### config.mk
export PLATFORM = sky130hd
export DESIGN_NAME = adc_os_decim
export DESIGN_NICKNAME = d
export VERILOG_FILES = /design/src/rtl/adc_os_pkg.sv /design/src/rtl/os_ctrl.sv /design/src/rtl/os_accum.sv /design/src/rtl/os_round_shift.sv /design/src/rtl/adc_os_decim.sv
export SDC_FILE = /design/constraint.sdc
export NUM_CORES = 1
export LEC_CHECK = 0
export ABC_CLOCK_PERIOD_IN_PS = 4380
export BUFFER_PORTS_ARGS = -buffer_cell sky130_fd_sc_hd__buf_2
export CORE_ASPECT_RATIO = 0.6
export CORE_MARGIN = 2
export CORE_UTILIZATION = 63
export CTS_CLUSTER_SIZE = 20
export DETAILED_ROUTE_END_ITERATION = 12
export PLACE_DENSITY = 0.83
export SYNTH_ARGS = -nofsm -noshare
export SYNTH_HDL_FRONTEND = slang
export SYNTH_HIERARCHICAL = 1
export SYNTH_SLANG_ARGS = --single-unit
### constraint.sdc
create_clock -name clk_i -period 4.38 [get_ports clk_i]
set_clock_uncertainty 0.05 [all_clocks]
set_input_delay 0.438 -clock clk_i [delete_from_list [all_inputs] [get_ports clk_i]]
set_output_delay 0.438 -clock clk_i [all_outputs]
set_load 0.05 [all_outputs]
### src/rtl/adc_os_pkg.sv
package adc_os_pkg;
  localparam int unsigned SMP_W        = 12;
  localparam int unsigned OUT_W        = 16;
  localparam int unsigned MAX_OSR_LOG2 = 8;
  localparam int unsigned MAX_SHIFT    = 8;
  localparam int unsigned ACC_W        = SMP_W + MAX_OSR_LOG2;
  localparam int unsigned CFG_W        = 4;

  typedef struct packed {
    logic [CFG_W-1:0] osr_l2;
    logic [CFG_W-1:0] shift;
    logic             cont;
  } os_cfg_t;
endpackage

### src/rtl/os_ctrl.sv
module os_ctrl
  import adc_os_pkg::*;
#(
  parameter int unsigned MAX_L2 = MAX_OSR_LOG2,
  parameter int unsigned MAX_SH = MAX_SHIFT,
  localparam int unsigned CNT_W = MAX_L2
) (
  input  logic             clk_i,
  input  logic             rst_ni,
  input  logic             enable_i,
  input  logic             abort_i,
  input  logic             start_i,
  input  os_cfg_t          cfg_i,
  input  logic             smp_valid_i,
  output logic             busy_o,
  output logic             add_o,
  output logic             last_o,
  output logic             clr_o,
  output logic [CFG_W-1:0] shift_o
);
  function automatic logic [CFG_W-1:0] clamp_l2(input logic [CFG_W-1:0] v);
    if (v == '0) return CFG_W'(1);
    if (v > CFG_W'(MAX_L2)) return CFG_W'(MAX_L2);
    return v;
  endfunction

  function automatic logic [CFG_W-1:0] clamp_sh(input logic [CFG_W-1:0] v);
    if (v > CFG_W'(MAX_SH)) return CFG_W'(MAX_SH);
    return v;
  endfunction

  os_cfg_t          cfg_q, cfg_eff;
  logic             busy_q;
  logic [CNT_W-1:0] cnt_q, cnt_top;
  logic             kill;

  assign cfg_eff = '{osr_l2: clamp_l2(cfg_i.osr_l2),
                     shift:  clamp_sh(cfg_i.shift),
                     cont:   cfg_i.cont};
  assign kill    = abort_i | ~enable_i;
  assign cnt_top = {CNT_W{1'b1}} >> (CFG_W'(MAX_L2) - cfg_q.osr_l2);
  assign add_o   = busy_q & smp_valid_i & ~kill;
  assign last_o  = add_o & (cnt_q == cnt_top);
  assign clr_o   = kill | (~busy_q & start_i);
  assign busy_o  = busy_q;
  assign shift_o = cfg_q.shift;

  always_ff @(posedge clk_i or negedge rst_ni) begin
    if (!rst_ni) begin
      busy_q <= 1'b0;
      cnt_q  <= '0;
      cfg_q  <= '{osr_l2: CFG_W'(1), shift: '0, cont: 1'b0};
    end else if (kill) begin
      busy_q <= 1'b0;
      cnt_q  <= '0;
    end else if (!busy_q && start_i) begin
      busy_q <= 1'b1;
      cnt_q  <= '0;
      cfg_q  <= cfg_eff;
    end else if (add_o) begin
      if (last_o) begin
        cnt_q  <= '0;
        busy_q <= cfg_q.cont;
        if (cfg_q.cont) cfg_q <= cfg_eff;  // auto re-trigger captures fresh config
      end else begin
        cnt_q <= cnt_q + 1'b1;
      end
    end
  end

  AST_CNT_RANGE: assert property (@(posedge clk_i) disable iff (!rst_ni)
    busy_q |-> cnt_q <= cnt_top);
  AST_KILL_CLEARS: assert property (@(posedge clk_i) disable iff (!rst_ni)
    kill |=> (!busy_q && cnt_q == '0));
  AST_CFG_HELD: assert property (@(posedge clk_i) disable iff (!rst_ni)
    (busy_q && !last_o && !kill) |=> $stable(cfg_q));
  AST_START_IGNORED: assert property (@(posedge clk_i) disable iff (!rst_ni)
    (busy_q && start_i && !add_o && !kill) |=> $stable(cnt_q));
endmodule

### src/rtl/os_accum.sv
module os_accum
  import adc_os_pkg::*;
#(
  parameter int unsigned IN_W  = SMP_W,
  parameter int unsigned SUM_W = ACC_W
) (
  input  logic             clk_i,
  input  logic             rst_ni,
  input  logic             clr_i,
  input  logic             add_i,
  input  logic             last_i,
  input  logic [IN_W-1:0]  data_i,
  output logic [SUM_W-1:0] sum_o
);
  logic [SUM_W-1:0] acc_q;
  logic [SUM_W:0]   wide;

  assign sum_o = acc_q + SUM_W'(data_i);
  assign wide  = {1'b0, acc_q} + (SUM_W+1)'(data_i);

  always_ff @(posedge clk_i or negedge rst_ni) begin
    if (!rst_ni)     acc_q <= '0;
    else if (clr_i)  acc_q <= '0;
    else if (add_i)  acc_q <= last_i ? '0 : sum_o;
  end

  AST_NO_OVERFLOW: assert property (@(posedge clk_i) disable iff (!rst_ni)
    add_i |-> !wide[SUM_W]);
endmodule

### src/rtl/os_round_shift.sv
module os_round_shift
  import adc_os_pkg::*;
#(
  parameter int unsigned SUM_W = ACC_W,
  parameter int unsigned RES_W = OUT_W,
  parameter int unsigned MAX_SH = MAX_SHIFT,
  localparam int unsigned RW = SUM_W + 1
) (
  input  logic             clk_i,
  input  logic             rst_ni,
  input  logic             load_i,
  input  logic [SUM_W-1:0] sum_i,
  input  logic [CFG_W-1:0] shift_i,
  output logic [RES_W-1:0] res_o,
  output logic             eoc_o
);
  logic [RW-1:0] cand [0:MAX_SH];
  logic [RW-1:0] sel;

  assign cand[0] = {1'b0, sum_i};
  for (genvar g = 1; g <= MAX_SH; g++) begin : g_shift
    assign cand[g] = ({1'b0, sum_i} + (RW'(1) << (g - 1))) >> g;
  end

  always_comb begin
    sel = cand[0];
    for (int k = 1; k <= MAX_SH; k++)
      if (shift_i == CFG_W'(k)) sel = cand[k];
  end

  always_ff @(posedge clk_i or negedge rst_ni) begin
    if (!rst_ni) begin
      res_o <= '0;
      eoc_o <= 1'b0;
    end else begin
      eoc_o <= load_i;
      if (load_i) res_o <= sel[RES_W-1:0];  // keep low bits only
    end
  end

  AST_ROUND_BOUND: assert property (@(posedge clk_i) disable iff (!rst_ni)
    load_i |-> (sel >= ({1'b0, sum_i} >> shift_i)) &&
               (sel <= (({1'b0, sum_i} >> shift_i) + RW'(1))));
  AST_EOC_PULSE: assert property (@(posedge clk_i) disable iff (!rst_ni)
    eoc_o |=> !eoc_o);
endmodule

### src/rtl/adc_os_decim.sv
module adc_os_decim
  import adc_os_pkg::*;
(
  input  logic             clk_i,
  input  logic             rst_ni,
  input  logic             enable_i,
  input  logic             abort_i,
  input  logic             start_i,
  input  logic             cont_i,
  input  logic [CFG_W-1:0] osr_l2_i,
  input  logic [CFG_W-1:0] shift_i,
  input  logic             smp_valid_i,
  input  logic [SMP_W-1:0] smp_data_i,
  output logic [OUT_W-1:0] res_o,
  output logic             eoc_o,
  output logic             busy_o
);
  os_cfg_t          cfg;
  logic             add, last, clr;
  logic [CFG_W-1:0] shift_q;
  logic [ACC_W-1:0] sum;

  assign cfg = '{osr_l2: osr_l2_i, shift: shift_i, cont: cont_i};

  os_ctrl #(.MAX_L2(MAX_OSR_LOG2), .MAX_SH(MAX_SHIFT)) u_ctrl (
    .clk_i, .rst_ni, .enable_i, .abort_i, .start_i,
    .cfg_i(cfg), .smp_valid_i, .busy_o,
    .add_o(add), .last_o(last), .clr_o(clr), .shift_o(shift_q)
  );

  os_accum #(.IN_W(SMP_W), .SUM_W(ACC_W)) u_accum (
    .clk_i, .rst_ni, .clr_i(clr), .add_i(add), .last_i(last),
    .data_i(smp_data_i), .sum_o(sum)
  );

  os_round_shift #(.SUM_W(ACC_W), .RES_W(OUT_W), .MAX_SH(MAX_SHIFT)) u_rs (
    .clk_i, .rst_ni, .load_i(last), .sum_i(sum), .shift_i(shift_q),
    .res_o, .eoc_o
  );

  AST_EOC_AFTER_BUSY: assert property (@(posedge clk_i) disable iff (!rst_ni)
    eoc_o |-> $past(busy_o));
endmodule

After elaboration in Yosys (flattened, before gate mapping). Index checks and enable logic that the tools add are counted. Widths: inputs -> output; s select.

Register bits: 55. Output and inout port bits: 18. Logic and storage cells: 85.

Add/sub/neg operators: 11. Magnitude comparators: 2. Eq/ne operators: 9. Shift-type cells: 1. Muxes and demuxes: 33. Bitwise operators: 9. Reductions and logical operators: 12.

Operators with widths (count): $mux 16 (8); $mux 20 (3); $mux 9 (4); $mux 8 (4); $mux 4 (6); $add 20x5->21 const B (1); $add 20x6->21 const B (1); $add 20x7->21 const B (1); $add 20x8->21 const B (1); $add 20x12->20 (1); $add 20x4->20 const B (1); $add 19x3->19 const B (1); $add 18x2->18 const B (1); $add 17x1->17 const B (1); $eq 4x3->1 const B (4); $add 8x1->8 const B (1); $eq 4x2->1 const B (2); $eq 8x8->1 (1); $gt 4x4->1 const B (2); $mux 1 (8); $reduce_bool 2->1 (4); $shr 8x4->8 const A (1); $reduce_bool 3->1 (2); $and 1x1->1 (4); other kinds (11) (14).

Logic depth before layout (Yosys ltp).
Depth in word-level cells: 10. Gate-level depth with buffers: 18. Depth with buffers taken out: 15.

By module. Netlist, hierarchy kept.

Modules (own cells, without submodules): os_round_shift (instances 1, cells an instance 563, area each 3915.0 µm², sequential area each 425.4 µm²); os_accum (instances 1, cells an instance 166, area each 1539.0 µm², sequential area each 500.5 µm²); os_ctrl (instances 1, cells an instance 121, area each 1172.4 µm², sequential area each 451.7 µm²).

Least setup slack after synthesis. OpenSTA, ideal clock, no wires.

Path type: input to register. From: input port smp_data_i[0]. To: register u_rs.res_o[13]. Library setup time: 0.125 ns. Arrival time: 3.769 ns. Path slack: 0.436 ns. Cell stages on the path: 18. Path buffers: 3. Cell sequence: ha_1 inv_1 fa_1 and4b_1 a221o_1 a221o_1 a21oi_2 buf_6 nor2_2 xor2_1 clkbuf_1 nand3_1 buf_2 nor4_1 xor2_1 a211o_1 o2111ai_1 nand2_1.

Longest elaborated chain between the ends: 10. Elaborated cells on any way between the ends: 16. Classes of those cells: add/sub: 8; mux: 8.

Ends and longest elaborated chain: from (decl) (RTL line adc_os_decim.sv:13) `input logic [SMP_W-1:0] smp_data_i,`; $add 20x12->20 (*) (RTL line os_accum.sv:18) `assign sum_o = acc_q + SUM_W'(data_i);`; net sum[14] (RTL line adc_os_decim.sv:21) `logic [ACC_W-1:0] sum;`; $add 17x1->17 (RTL line os_round_shift.sv:22) `assign cand[g] = ({1'b0, sum_i} + (RW'(1) << (g - 1))) >> g;`; $mux 16 (6 in series) (RTL line os_round_shift.sv:28) `if (shift_i == CFG_W'(k)) sel = cand[k];`; $mux 16 (*) (2 in series) (RTL line os_round_shift.sv:28); to (signal assigned) (RTL line os_round_shift.sv:37) `if (load_i) res_o <= sel[RES_W-1:0];`; to (decl) (RTL line os_round_shift.sv:14) `output logic [RES_W-1:0] res_o,`.

The timed path passes the listed nets; every way through them passes the cells marked *. A chain may end at the register's enable or synchronous reset.

Worst setup path in the final report.
From: register u_accum.acc_q[0]. To: register u_rs.res_o[11].

Longest elaborated chain between the ends: 10. Elaborated cells on any way between the ends: 17. Classes of those cells: add/sub: 9; mux: 8.

Ends and longest elaborated chain: from (decl) (RTL line os_accum.sv:15) `logic [SUM_W-1:0] acc_q;`; from (signal assigned) (RTL line os_accum.sv:24) `else if (add_i) acc_q <= last_i ? '0 : sum_o;`; $add 20x12->20 (*) (RTL line os_accum.sv:18); net sum[12] (RTL line adc_os_decim.sv:21); $add 17x1->17 (RTL line os_round_shift.sv:22); $mux 16 (7 in series) (RTL line os_round_shift.sv:28); $mux 16 (*) (RTL line os_round_shift.sv:28).

Marked as above.

==> summary by stage <==
Drt
The average via count per standard cell is 7.28. The average wire per standard cell is 24.6 um. The wire length reported by the detailed router is 25.2 mm. For this run, design rule violations remaining after detail routing come to 0. The total via count after detailed routing is 7460. Once detail routing completed, the nets flagged for antenna violations numbered 0. The number of design-rule violations left by the first detailed-router iteration is 1070. The detailed-router iteration count before antenna repair is 8.

Global routing
Entering global routing, the biggest net connects 56 pins. The initial antenna violation count is 0. Across every metal layer, demand over resource in global routing totals 44.8%.

The total grt overflow is 0. The first-pass GRT wire length is 39.3 mm. The number of global-route vias before repair was 7021.

STA
The upper clock frequency limit is 238 MHz. Hold timing on the final database bottoms out at a slack of 0.228 ns. The count of final max-slew check failures was 0. The worst path uses 96.0% of the clock period. After routing, the total negative slack on setup checks comes to 0 ns. At the pin with the least slew margin, the transition time is 1.06 ns. Setup repair after global routing could not meet its margin everywhere. The final period demand of the worst path is 4.20 ns. The worst-case headroom to the max-slew limit is 28.8%. The final setup violation count is 0.

The count of final hold-check violations came to 0.

Clocking
The later-pin clock latency in the skew report is 0.31 ns. The clock root buffer master is sky130_fd_sc_hd__clkbuf_16. For this design, the sink count on the clock tree is 55. The total CTS buffers is 5. TritonCTS built the clock tree.

The post-cts hold buffer count is 0. Clock-pin slew was measured on the worst setup and hold paths at 0.09 ns. The number of H-tree levels is 2. The clock passes through at most 2 buffers.

Logic synthesis
In the synthesized netlist, the cells that appear most often are sky130_fd_sc_hd__xnor2_1, sky130_fd_sc_hd__nand2_1, sky130_fd_sc_hd__nor2_1, sky130_fd_sc_hd__dfrtp_1, sky130_fd_sc_hd__o21ai_0. By area the synthesized netlist is led by sky130_fd_sc_hd__dfrtp_1, sky130_fd_sc_hd__xnor2_1, sky130_fd_sc_hd__xor2_1, sky130_fd_sc_hd__ha_1, sky130_fd_sc_hd__nand2_1. The count of warnings emitted by yosys is 6.

Synthesis produced a netlist whose cell count is 850. The fraction of the yosys area taken by sequential cells is 20.8%. The number of different library cells used by synthesis comes to 83. After synthesis, the mean cell area works out to 7.80 um2. Among all flip-flop cells after synthesis, the most frequent one is sky130_fd_sc_hd__dfrtp_1. The top cell type's share of synthesized area is 20.4%.

The async set or reset register ratio after synthesis is 100%. Summing every instance area after synthesis gives 6630 um2. The library cell with the highest instance count after synthesis is sky130_fd_sc_hd__xnor2_1.

The synthesized design contains 55 register bits. The largest total area in the synthesized netlist belongs to sky130_fd_sc_hd__dfrtp_1. Counting flops with a built-in enable in the synthesized netlist gives 0.

The number of nets handed over by synthesis was 906.

Status
The run finished with clean final reports.

Worst setup path
The number of cells on the worst reg-to-reg path is 16. For the worst setup path, the data required time is 4.56 ns. Along the worst path, the maximum fanout reaches 9.

The slack of the worst reg-to-reg path is 0.18 ns. STA classifies the critical path startpoint as a register. The critical path class is register to register. The endpoint arrival time on the critical path is 4.38 ns. The worst setup path is captured at a register.

Pwr
The share of total power dissipated in sequential elements is 32.8%. The static power due to leakage is 2.87 nW. Of the total power, the clock network draws 21.3%.

IR analysis of the VDD net gives a maximum drop of 0.000247 V. The net load switching power is 0.949 mW. The combinational cell fraction of total power is 45.9%. The internal power contribution is 1.08 mW. In this run the power density over the cells is 279 nW/um2. Net switching is 46.7% of the power. Total power for the finished layout comes to 2.03 mW.

Die
The die covers 11400 um2. From bottom edge to top edge, the die measures 83.4 um. For this configuration, the core starts out at a cell density of 65.9%. The die is 136 um wide. The number of top-level design ports is 45. After floorplanning, the core was sized to cover 10100 um2.

The standard-cell row count is 28.

Place
During placement, the flow inserted port buffers numbering 44. The final weighted congestion in routability-driven placement is 1.10. The half-perimeter wire length after detailed placement is 18.3 mm. The cell area after placement is 7120 um2.

Cells and area
The area growth from synthesis to layout is 9.88%. Cells with a size suffix above 1 make up 16.6% of the layout. Cells fill 72.4% of the core in the end. The diode insertion count for antenna repair is 0. After routing the design area is 7280 um2. The number of nets in the finished design is 945.

Job
The number of max-cap violations is 0.

Worst hold path
The worst hold path belongs to the class input pin to async pin.
## per-stage QoR
stage,std cells,setup slack (ns)
after global placement,1016,0.151
after CTS,1024,0.238
after detailed placement,1016,0.104
after floorplan,850,0.436
after global routing,1025,-0.0289
final,1025,0.176
## cell type report
class	count	area [um2]
clock buffers	5	125
clock inverters	3	22.5
fillers	815	2770
inverters	26	97.6
multi-input cells	700	4820
flip-flops and latches	55	1380
well taps	135	169
repair buffers	101	673
## routing by layer
metal | global-route usage [%] | vias up | share of wire [%]
met5 | 6.02 | - | 0.15
met4 | 15.7 | 2 | 4.4
met3 | 22.3 | 143 | 18
met2 | 58.9 | 632 | 38
met1 | 61.8 | 3488 | 40
li1 | - | 3195 | -
## flip-flops by register name (all words and copies together), names as in the netlist
signal and count:
u_ctrl/cnt_q 8, u_rs/res_o 16, u_ctrl/shift_o 4, u_accum/acc_q 20, u_rs/eoc_o 1, u_ctrl/cfg_q 5, u_ctrl/busy_o 1
## power by group through the flow
stage,registers (mW),logic (mW),clock network [mW]
after floorplan,0.810,0.488,0
after global placement,0.667,0.878,0
after detailed placement,0.671,0.888,0
final,0.667,0.933,0.434
after CTS,0.661,0.893,0.444
after global routing,0.676,0.979,0.466
## placed cells by master (no fill, tap or decap), types with 7 or more instances in the layout
cell                        n
sky130_fd_sc_hd__a211oi_1  11
sky130_fd_sc_hd__o31a_1     7
sky130_fd_sc_hd__nand3_1   32
sky130_fd_sc_hd__nor2_1    64
sky130_fd_sc_hd__dfrtp_1   54
sky130_fd_sc_hd__nor3_1    36
sky130_fd_sc_hd__o221ai_1  13
sky130_fd_sc_hd__a22o_1    13
sky130_fd_sc_hd__xnor2_1   76
sky130_fd_sc_hd__ha_1      28
sky130_fd_sc_hd__nand4_1   20
sky130_fd_sc_hd__o22ai_1   15
sky130_fd_sc_hd__o21ai_0   49
sky130_fd_sc_hd__xor2_1    42
sky130_fd_sc_hd__nand2_1   71
sky130_fd_sc_hd__a21oi_1   35
sky130_fd_sc_hd__buf_2     44
sky130_fd_sc_hd__buf_4     55
sky130_fd_sc_hd__o211ai_1   7
sky130_fd_sc_hd__nor4_1    18
sky130_fd_sc_hd__a31oi_1   11
sky130_fd_sc_hd__inv_1     24
sky130_fd_sc_hd__nand2b_1  10
## critical path: stages, from the launching register on
cell and delay (ns):
sky130_fd_sc_hd__dfrtp_1 0.39, sky130_fd_sc_hd__ha_1 0.19, sky130_fd_sc_hd__inv_1 0.08, sky130_fd_sc_hd__fa_1 0.23
sky130_fd_sc_hd__and4b_1 0.21, sky130_fd_sc_hd__a221o_1 0.41, sky130_fd_sc_hd__a221o_1 0.33, sky130_fd_sc_hd__a21oi_2 0.23
sky130_fd_sc_hd__xnor2_1 0.21, sky130_fd_sc_hd__nand3_1 0.22, sky130_fd_sc_hd__buf_4 0.25, sky130_fd_sc_hd__nor3_1 0.36
sky130_fd_sc_hd__xnor2_1 0.13, sky130_fd_sc_hd__a221oi_1 0.27, sky130_fd_sc_hd__buf_4 0.20, sky130_fd_sc_hd__o221ai_1 0.17
sky130_fd_sc_hd__a21oi_1 0.19
## worst paths after layout
| path | startpoint | end |
|---|---|---|
| max | u_accum/acc_q[0]$_DFFE_PN0P_ | u_rs/res_o[11]$_DFFE_PN0P_ |
| min reg2reg | u_rs/res_o[15]$_DFFE_PN0P_ | u_rs/res_o[15]$_DFFE_PN0P_ |
| max reg2reg | u_accum/acc_q[0]$_DFFE_PN0P_ | u_rs/res_o[11]$_DFFE_PN0P_ |
| min in group clk_i | osr_l2_i[1] | u_ctrl/cfg_q[6]$_DFFE_PN0P_ |
| max in group asynchronous | rst_ni | u_rs/res_o[11]$_DFFE_PN0P_ |
| min | rst_ni | u_ctrl/shift_o[0]$_DFFE_PN0P_ |
## what timing repair did
action                                  4_1_cts  5_1_grt
buffers inserted                              0        1
resized for setup                             0        2
endpoints found under the setup margin        0        4
## cell families after synthesis
group,share of synthesized area [%]
buffers and inverters,6.87
adder cells (fa/ha/maj),5.59
AND/OR/NAND/NOR,24.2
XOR/XNOR,15.7
flip-flops,20.8
AO/OA/AOI/OAI,24.3
multiplexers,2.55
Power figures use the tool's default switching activity.
